## src/rtl/seq_fifo_pkg.sv

```systemverilog
package seq_fifo_pkg;
  localparam int unsigned FLAG_GAP = 3;

  function automatic int unsigned stat_width(input int unsigned ptr_w);
    return 2 * ptr_w + FLAG_GAP + 2;
  endfunction
endpackage

```

## src/rtl/seq_fifo_lane.sv

```systemverilog
module seq_fifo_lane #(
  parameter int unsigned DATA_W = 32,
  parameter int unsigned DEPTH  = 16,
  parameter int unsigned PTR_W  = $clog2(DEPTH)
) (
  input  logic              clk,
  input  logic              rst,
  input  logic              push_en,
  input  logic [DATA_W-1:0] push_data,
  input  logic              pop_en,
  output logic [DATA_W-1:0] pop_data,
  output logic [PTR_W-1:0]  head,
  output logic [PTR_W-1:0]  tail,
  output logic              empty,
  output logic              full,
  output logic              push_drop,
  output logic              pop_miss
);
  logic [DATA_W-1:0] mem [DEPTH];
  logic push_ok, pop_ok;
  logic [PTR_W-1:0] head_nx, tail_nx;

  assign push_ok   = push_en && !full;
  assign pop_ok    = pop_en && !empty;
  assign push_drop = push_en && full;
  assign pop_miss  = pop_en && empty;
  assign head_nx   = head + 1'b1;
  assign tail_nx   = tail + 1'b1;
  assign pop_data  = empty ? '0 : mem[tail];

  always_ff @(posedge clk) begin
    if (push_ok) mem[head] <= push_data;
  end

  always_ff @(posedge clk) begin
    if (rst) begin
      head  <= '0;
      tail  <= '0;
      empty <= 1'b1;
      full  <= 1'b0;
    end else begin
      if (push_ok) head <= head_nx;
      if (pop_ok)  tail <= tail_nx;
      if (push_ok && !pop_ok) begin
        empty <= 1'b0;
        full  <= (head_nx == tail);
      end else if (pop_ok && !push_ok) begin
        full  <= 1'b0;
        empty <= (tail_nx == head);
      end
    end
  end
endmodule

```

## src/rtl/seq_sticky_flags.sv

```systemverilog
module seq_sticky_flags #(
  parameter int unsigned W = 4
) (
  input  logic         clk,
  input  logic         rst,
  input  logic [W-1:0] set_vec,
  input  logic         clr_en,
  input  logic [W-1:0] clr_mask,
  output logic [W-1:0] flags
);
  logic [W-1:0] keep;
  assign keep = clr_en ? ~clr_mask : '1;

  always_ff @(posedge clk) begin
    if (rst) flags <= '0;
    else     flags <= (flags & keep) | set_vec;
  end
endmodule

```

## src/rtl/seq_result_fifo.sv

```systemverilog
module seq_result_fifo #(
  parameter int unsigned NUM_SEQ = 4,
  parameter int unsigned DEPTH   = 16,
  parameter int unsigned DATA_W  = 32,
  localparam int unsigned SEQ_W  = $clog2(NUM_SEQ),
  localparam int unsigned PTR_W  = $clog2(DEPTH),
  localparam int unsigned STAT_W = seq_fifo_pkg::stat_width(PTR_W)
) (
  input  logic               clk,
  input  logic               rst,
  input  logic               push_valid,
  input  logic [SEQ_W-1:0]   push_seq,
  input  logic [DATA_W-1:0]  push_data,
  input  logic               pop_valid,
  input  logic [SEQ_W-1:0]   pop_seq,
  output logic [DATA_W-1:0]  pop_data,
  input  logic [SEQ_W-1:0]   status_seq,
  output logic [STAT_W-1:0]  status_word,
  input  logic               clr_valid,
  input  logic [NUM_SEQ-1:0] clr_under_mask,
  input  logic [NUM_SEQ-1:0] clr_over_mask,
  output logic [NUM_SEQ-1:0] underflow_flags,
  output logic [NUM_SEQ-1:0] overflow_flags
);
  localparam int unsigned EMPTY_POS = 2 * PTR_W;
  localparam int unsigned FULL_POS  = EMPTY_POS + seq_fifo_pkg::FLAG_GAP + 1;

  logic [NUM_SEQ-1:0]              lane_empty, lane_full;
  logic [NUM_SEQ-1:0]              lane_drop, lane_miss;
  logic [NUM_SEQ-1:0][PTR_W-1:0]   lane_head, lane_tail;
  logic [NUM_SEQ-1:0][DATA_W-1:0]  lane_rdata;

  for (genvar i = 0; i < NUM_SEQ; i++) begin : g_lane
    seq_fifo_lane #(.DATA_W(DATA_W), .DEPTH(DEPTH), .PTR_W(PTR_W)) u_lane (
      .clk       (clk),
      .rst       (rst),
      .push_en   (push_valid && (push_seq == SEQ_W'(i))),
      .push_data (push_data),
      .pop_en    (pop_valid && (pop_seq == SEQ_W'(i))),
      .pop_data  (lane_rdata[i]),
      .head      (lane_head[i]),
      .tail      (lane_tail[i]),
      .empty     (lane_empty[i]),
      .full      (lane_full[i]),
      .push_drop (lane_drop[i]),
      .pop_miss  (lane_miss[i])
    );
  end

  assign pop_data = lane_rdata[pop_seq];

  always_comb begin
    status_word = '0;
    status_word[PTR_W-1:0]         = lane_tail[status_seq];
    status_word[2*PTR_W-1:PTR_W]   = lane_head[status_seq];
    status_word[EMPTY_POS]         = lane_empty[status_seq];
    status_word[FULL_POS]          = lane_full[status_seq];
  end

  seq_sticky_flags #(.W(NUM_SEQ)) u_under (
    .clk(clk), .rst(rst), .set_vec(lane_miss), .clr_en(clr_valid),
    .clr_mask(clr_under_mask), .flags(underflow_flags)
  );

  seq_sticky_flags #(.W(NUM_SEQ)) u_over (
    .clk(clk), .rst(rst), .set_vec(lane_drop), .clr_en(clr_valid),
    .clr_mask(clr_over_mask), .flags(overflow_flags)
  );
endmodule

```

## config.mk

```make
export PLATFORM = sky130hd
export DESIGN_NAME = seq_result_fifo
export DESIGN_NICKNAME = d
export VERILOG_FILES = /design/src/rtl/seq_fifo_pkg.sv /design/src/rtl/seq_fifo_lane.sv /design/src/rtl/seq_sticky_flags.sv /design/src/rtl/seq_result_fifo.sv
export SDC_FILE = /design/constraint.sdc
export NUM_CORES = 2
export LEC_CHECK = 0
export CAP_MARGIN = 20
export CORE_ASPECT_RATIO = 1.75
export CORE_MARGIN = 4
export CORE_UTILIZATION = 31
export CTS_BUF_LIST = sky130_fd_sc_hd__clkbuf_8 sky130_fd_sc_hd__clkbuf_16
export DETAILED_ROUTE_END_ITERATION = 8
export GPL_ROUTABILITY_DRIVEN = 0
export SLEW_MARGIN = 40
export SYNTH_ARGS = -nofsm -noshare
export SYNTH_HDL_FRONTEND = slang
export SYNTH_HIERARCHICAL = 1
export SYNTH_SLANG_ARGS = --single-unit
```

## constraint.sdc

```tcl
create_clock -name clk -period 9.45 [get_ports clk]
set_input_delay 1.4175 -clock clk [delete_from_list [all_inputs] [get_ports clk]]
set_output_delay 1.4175 -clock clk [all_outputs]
set_load 0.005 [all_outputs]
```

; Word level (Yosys, flattened, before mapping)
; Memory sizes are Yosys's and may differ from the RTL's. A register that Yosys moved wholly into a read port is not among the register bits.
; Cells that the tools add are included.
[totals]
word_cells = 154
ramBits = 2048
output_inout_bits = 53
n_memories = 4
ff_bits = 48
[classes]
n_reduce_logical = 54
n_addsub = 8
magnitude_cmp = 2
n_eq_ne = 14
bitwise = 6
muxes = 48
[memory_table]
columns = name, depth, width, rd, rd_clocked_by_memory_dff, wr, line
row1 = g_lane[0].u_lane.mem, 16, 32, 1, 1, 1, seq_fifo_lane.sv:19  ; logic [DATA_W-1:0] mem [DEPTH];
row2 = g_lane[1].u_lane.mem, 16, 32, 1, 1, 1, seq_fifo_lane.sv:19
row3 = g_lane[2].u_lane.mem, 16, 32, 1, 1, 1, seq_fifo_lane.sv:19
row4 = g_lane[3].u_lane.mem, 16, 32, 1, 1, 1, seq_fifo_lane.sv:19
[op_table]
columns = cell, n
row1 = $mux W32, 5
row2 = $bmux W32 S2, 1
row3 = $mux W4, 12
row4 = $add A4 B1 Y4 const B, 8
row5 = $eq A4 B4 Y1, 8
row6 = $logic_and A1 B1 Y1, 32
row7 = $mux W1, 26
row8 = $bmux W4 S2, 2
row9 = $logic_not A1 Y1, 16
row10 = $and A4 B4 Y4, 2
row11 = $eq A2 B2 Y1 const B, 4
row12 = $not A4 Y4, 2
row13 = $or A4 B4 Y4, 2
row14 = $reduce_bool A2 Y1, 4
row15 = $lt A2 B3 Y1 const B, 2
row16 = $bmux W1 S2, 2
row17 = $eq A2 B1 Y1 const B, 2
row18 = $logic_not A2 Y1, 2

; Depth between registers and ports, before layout
[logic_depth]
word_depth = 7
ltp_mapped = 9
depth_no_buf = 7

; Hierarchy
; The synthesis kept the hierarchy.
[by_module_without_submodules]
columns = module, area_each_um2, cells_per_inst, n_inst
row1 = seq_fifo_lane, 19895.3, 847, 4
row2 = seq_result_fifo, 1141.1, 64, 1
row3 = seq_sticky_flags, 145.1, 16, 2

; Worst setup path after synthesis
; OpenSTA, ideal clock, no wires.
[synth_path]
kind = in2reg
start = input push_seq[1]
end = memory g_lane[0].u_lane.mem[1][0] (enable)
path_buffers = 0
arrival_time_ps = 4290
required_time_ps = 8989
path_stages = 5
slack_ps = 4699
cell_sequence = nor3b_1 > nand2b_1 > inv_1 > nand2_1 > nor3_1
[synth_between]
elab_chain_cells = 5
[synth_rtl]
columns = item, line
row1 = from (decl), seq_result_fifo.sv:12  ; input logic [SEQ_W-1:0] push_seq,
row2 = $logic_not A2 Y1, seq_result_fifo.sv:37  ; .push_en (push_valid && (push_seq == SEQ_W'(i))),
row3 = $logic_and A1 B1 Y1, seq_result_fifo.sv:37
row4 = $logic_and A1 B1 Y1, seq_fifo_lane.sv:23  ; assign push_ok = push_en && !full;
row5 = named net g_lane[0].u_lane.push_ok, seq_fifo_lane.sv:20  ; logic push_ok, pop_ok;
row6 = $mux W1, seq_fifo_lane.sv:32  ; if (push_ok) mem[head] <= push_data;
row7 = $mux W1 (not written as such), seq_fifo_lane.sv:32
row8 = to (decl), seq_fifo_lane.sv:19
; The timed path passes the listed nets, and every way through them passes these cells.

==> impl_metrics.env <==
export IMPL_cp_data_arrival_time_ns=4.88
export IMPL_antenna_left=0
export IMPL_port_buffers=100
export IMPL_relSlewSlack_pct=42.43
export IMPL_grt_pass1_wl_um=306800
export IMPL_die_y_um=684.3
export IMPL_status="completed"
export IMPL_skew_ns=0.02656
export IMPL_r2r_end="g_lane[1].u_lane/mem[7][11]"
export IMPL_clk_latency_ns=0.83
export IMPL_die_w_um=394.4
export IMPL_cts_max_level=4
export IMPL_synthesis_area_sq_um=81010
export IMPL_routed_wl_um=218500
export IMPL_via_count=38570
export IMPL_post_cts_resized=0
export IMPL_hold_ws_ns=0.4857
export IMPL_grt_max_degree=86
export IMPL_cts_root_buf="clkbuf_16"
export IMPL_synth_async_reset_ratio_pct=0
export IMPL_synth_top_area_share_pct=75.91
export IMPL_hold_start="u_under/flags[2]"
export IMPL_cts_hold_fix_buffers=0
export IMPL_dr_pass1_iters=5
export IMPL_worst_pin_slew_ns=0.8636
export IMPL_synth_edf_count=2048
export IMPL_hpwlAfterDp_um=120300
export IMPL_slowest_stage="dfxtp_4"
export IMPL_reg2reg_from="g_lane[1].u_lane/head[1]"
export IMPL_min_path_cells=2
export IMPL_track_usage_pct=15.81
export IMPL_avgSynthCellArea_sq_um=23.25
export IMPL_rsz0062_at_grt="false"
export IMPL_finalSetupViolations=0
export IMPL_synth_warnings=6
export IMPL_viasPerCell=5.309
export IMPL_wire_per_inst_um=30.08
export IMPL_clk_pin_slew_ns=0.06
export IMPL_rows=248
export IMPL_coreArea_sq_um=260300
export IMPL_tritoncts_num_buffers=198
export IMPL_vdd_drop_max_v=0.0001310
export IMPL_period_needed_ns=6.300
export IMPL_path_class="reg2out"
export IMPL_reg2regPathDepth=4
export IMPL_reg2reg_slack_ns=6.65
export IMPL_maxSlewViolCount=0
export IMPL_cts_setup_buffers=0
export IMPL_clkSinkCount=2112
export IMPL_final_setup_tns_ns=0
export IMPL_synth_most_common_cell="edfxtp_1"
export IMPL_start_util_pct=31.12
export IMPL_synthTopCellsByCount="2048 x edfxtp_1, 550 x mux4_2, 120 x a221o_1, 120 x a22o_1, 101 x clkbuf_1"
export IMPL_worstPathMaxFanout=57
export IMPL_path_common_cell="mux4_2"
export IMPL_synth_seq_cells=2112
export IMPL_synthCells=3484
export IMPL_p_leak_nw=27.87
export IMPL_io_pins=104
export IMPL_start_kind="flip-flop"
export IMPL_tritoncts="done"
export IMPL_timing_final_ws_setup_ns=3.150
export IMPL_final_hold_violation_count=0
export IMPL_fill_cells=23450
export IMPL_synth_top_flop_cell="edfxtp_1"
export IMPL_synth_area_leaders="edfxtp_1 76%, mux4_2 15%, dfxtp_1 1.6%, a221o_1 1.5%, a22o_1 1.3%"
export IMPL_max_clock_freq_ghz=0.1587
export IMPL_ys_seq_area_share_pct=77.49
export IMPL_yosysTopAreaCell="edfxtp_1"
export IMPL_max_stage_delay_ns=0.67
export IMPL_maxCapViolCount=0
export IMPL_min_path_type="reg2reg"
export IMPL_period_share_pct=66.66
export IMPL_grt_pass1_vias=40270
export IMPL_path_cells="buf_12 > buf_16 > mux4_2 > a22o_1 > a221o_1 > mux4_2 > clkdlybuf4s50_1"
export IMPL_pre_cts_ws_ns=3.908
export IMPL_drt_iter0_drc=4658
export IMPL_worst_ep_required_time_ns=8.03
export IMPL_endpoint_kind="output pin"
export IMPL_dieArea_sq_um=269900
export IMPL_powerDensity_nw_per_um2=197.7
export IMPL_drive_above_1_share_pct=27.45
export IMPL_area_growth_pct=14.61
export IMPL_clk_path_buf_depth=4
export IMPL_finalNetCount=3796
export IMPL_antenna_found_initial=12
export IMPL_ys_types=37
export IMPL_drc=0
export IMPL_grt_overflow=0
export IMPL_hold_end="u_under/flags[2]"
## layer usage
| metal | global-route usage [%] | vias up | share of wire [%] |
|---|---|---|---|
| met5 | 0 | - | 0.018 |
| met4 | 6.423 | 6 | 4.4 |
| met3 | 2.433 | 373 | 6.5 |
| met2 | 28.55 | 1498 | 53 |
| met1 | 18.81 | 21210 | 36 |
| li1 | - | 15490 | - |
## final cells by class
cell class	instances	area, sq um	area share, %
diodes	19	47.55	0.05121
clock buffers	204	5071	5.462
clock inverters	147	993.5	1.070
inverters	24	90.09	0.09702
multi-input cells	1157	17560	18.91
flip-flops and latches	2112	62810	67.65
well taps	3375	4223	4.548
repair buffers	228	2061	2.219
## power by group
part,internal [mW],total (mW),switching [mW]
Combinational,0.142,0.459,0.317
Clock,4.22,7.59,3.38
Sequential,10.3,10.3,0.0157
## cells in the final DEF, fill, tap and decap left out, types with 13 or more instances in the layout
master / synthesis / routed
nor2_4: 0 / 49
a21oi_1: 20 / 20
dfxtp_1: 64 / 56
bufinv_16: 0 / 13
clkinv_1: 0 / 39
nor3_2: 0 / 20
inv_1: 24 / 79
diode_2: 0 / 19
xnor2_1: 24 / 24
buf_2: 49 / 27
xor2_1: 24 / 24
nand2_1: 32 / 32
clkdlybuf4s50_1: 0 / 64
mux4_2: 550 / 550
nor2_1: 84 / 28
ha_1: 24 / 24
buf_4: 7 / 118
nand2b_1: 20 / 20
clkbuf_16: 0 / 201
edfxtp_1: 2048 / 2048
clkinv_2: 0 / 25
a221o_1: 120 / 120
a22o_1: 120 / 120
## cell families (layout without fill, tap and decap cells)
group | Yosys count | in the layout | synth area share [%]
AOI/OAI and AO/OA | 300 | 300 | 3.237
xor gates and xnor gates | 48 | 48 | 0.5189
adders and majority gates | 24 | 24 | 0.3707
buffers and inverters | 217 | 603 | 1.469
DFF | 2112 | 2112 | 77.49
muxes | 566 | 566 | 15.57
other | 1 | 22 | 0.004629
and+or+nand+nor | 216 | 216 | 1.337
## critical path, delay by kind of cell (launching register included)
family,cells,cell delay [ns]
multiplexers,2,1.24
AO/OA/AOI/OAI,2,0.75
buffers and inverters,3,1.36
flip-flops,1,0.67
## flip-flops by register name (all words and copies together) (netlist names), named ones only
| signal | cells |
|---|---|
| g_lane.u_lane/empty | 4 |
| u_over/flags | 4 |
| g_lane.u_lane/full | 4 |
| g_lane.u_lane/mem | 2048 |
| u_under/flags | 4 |
| g_lane.u_lane/head | 16 |
| g_lane.u_lane/tail | 16 |
## worst max-delay path by stage
stage	cells past startpoint	slack [ns]	endpoint	from
after floorplan	5	4.70	g_lane[0].u_lane/mem[1][0]	push_seq[1]
after global placement	6	3.93	pop_data[28]	flip-flop
after detailed placement	7	3.91	pop_data[26]	flip-flop
after CTS	7	3.02	pop_data[26]	flip-flop
after global routing	7	2.90	pop_data[26]	flip-flop
final	7	3.15	pop_data[26]	flip-flop
## per-stage QoR
step                      utilization, %  std cells  power (mW)  area (sq um)
after floorplan                        -       3486       10.68         81020
after global placement             33.20       6885       10.96         86450
after detailed placement           33.29       6893       10.97         86660
after CTS                          35.62       7244       18.51         92720
after global routing               35.66       7260       18.89         92840
final                              35.67       7266       18.35         92850
(Power assumes the default switching activity.)
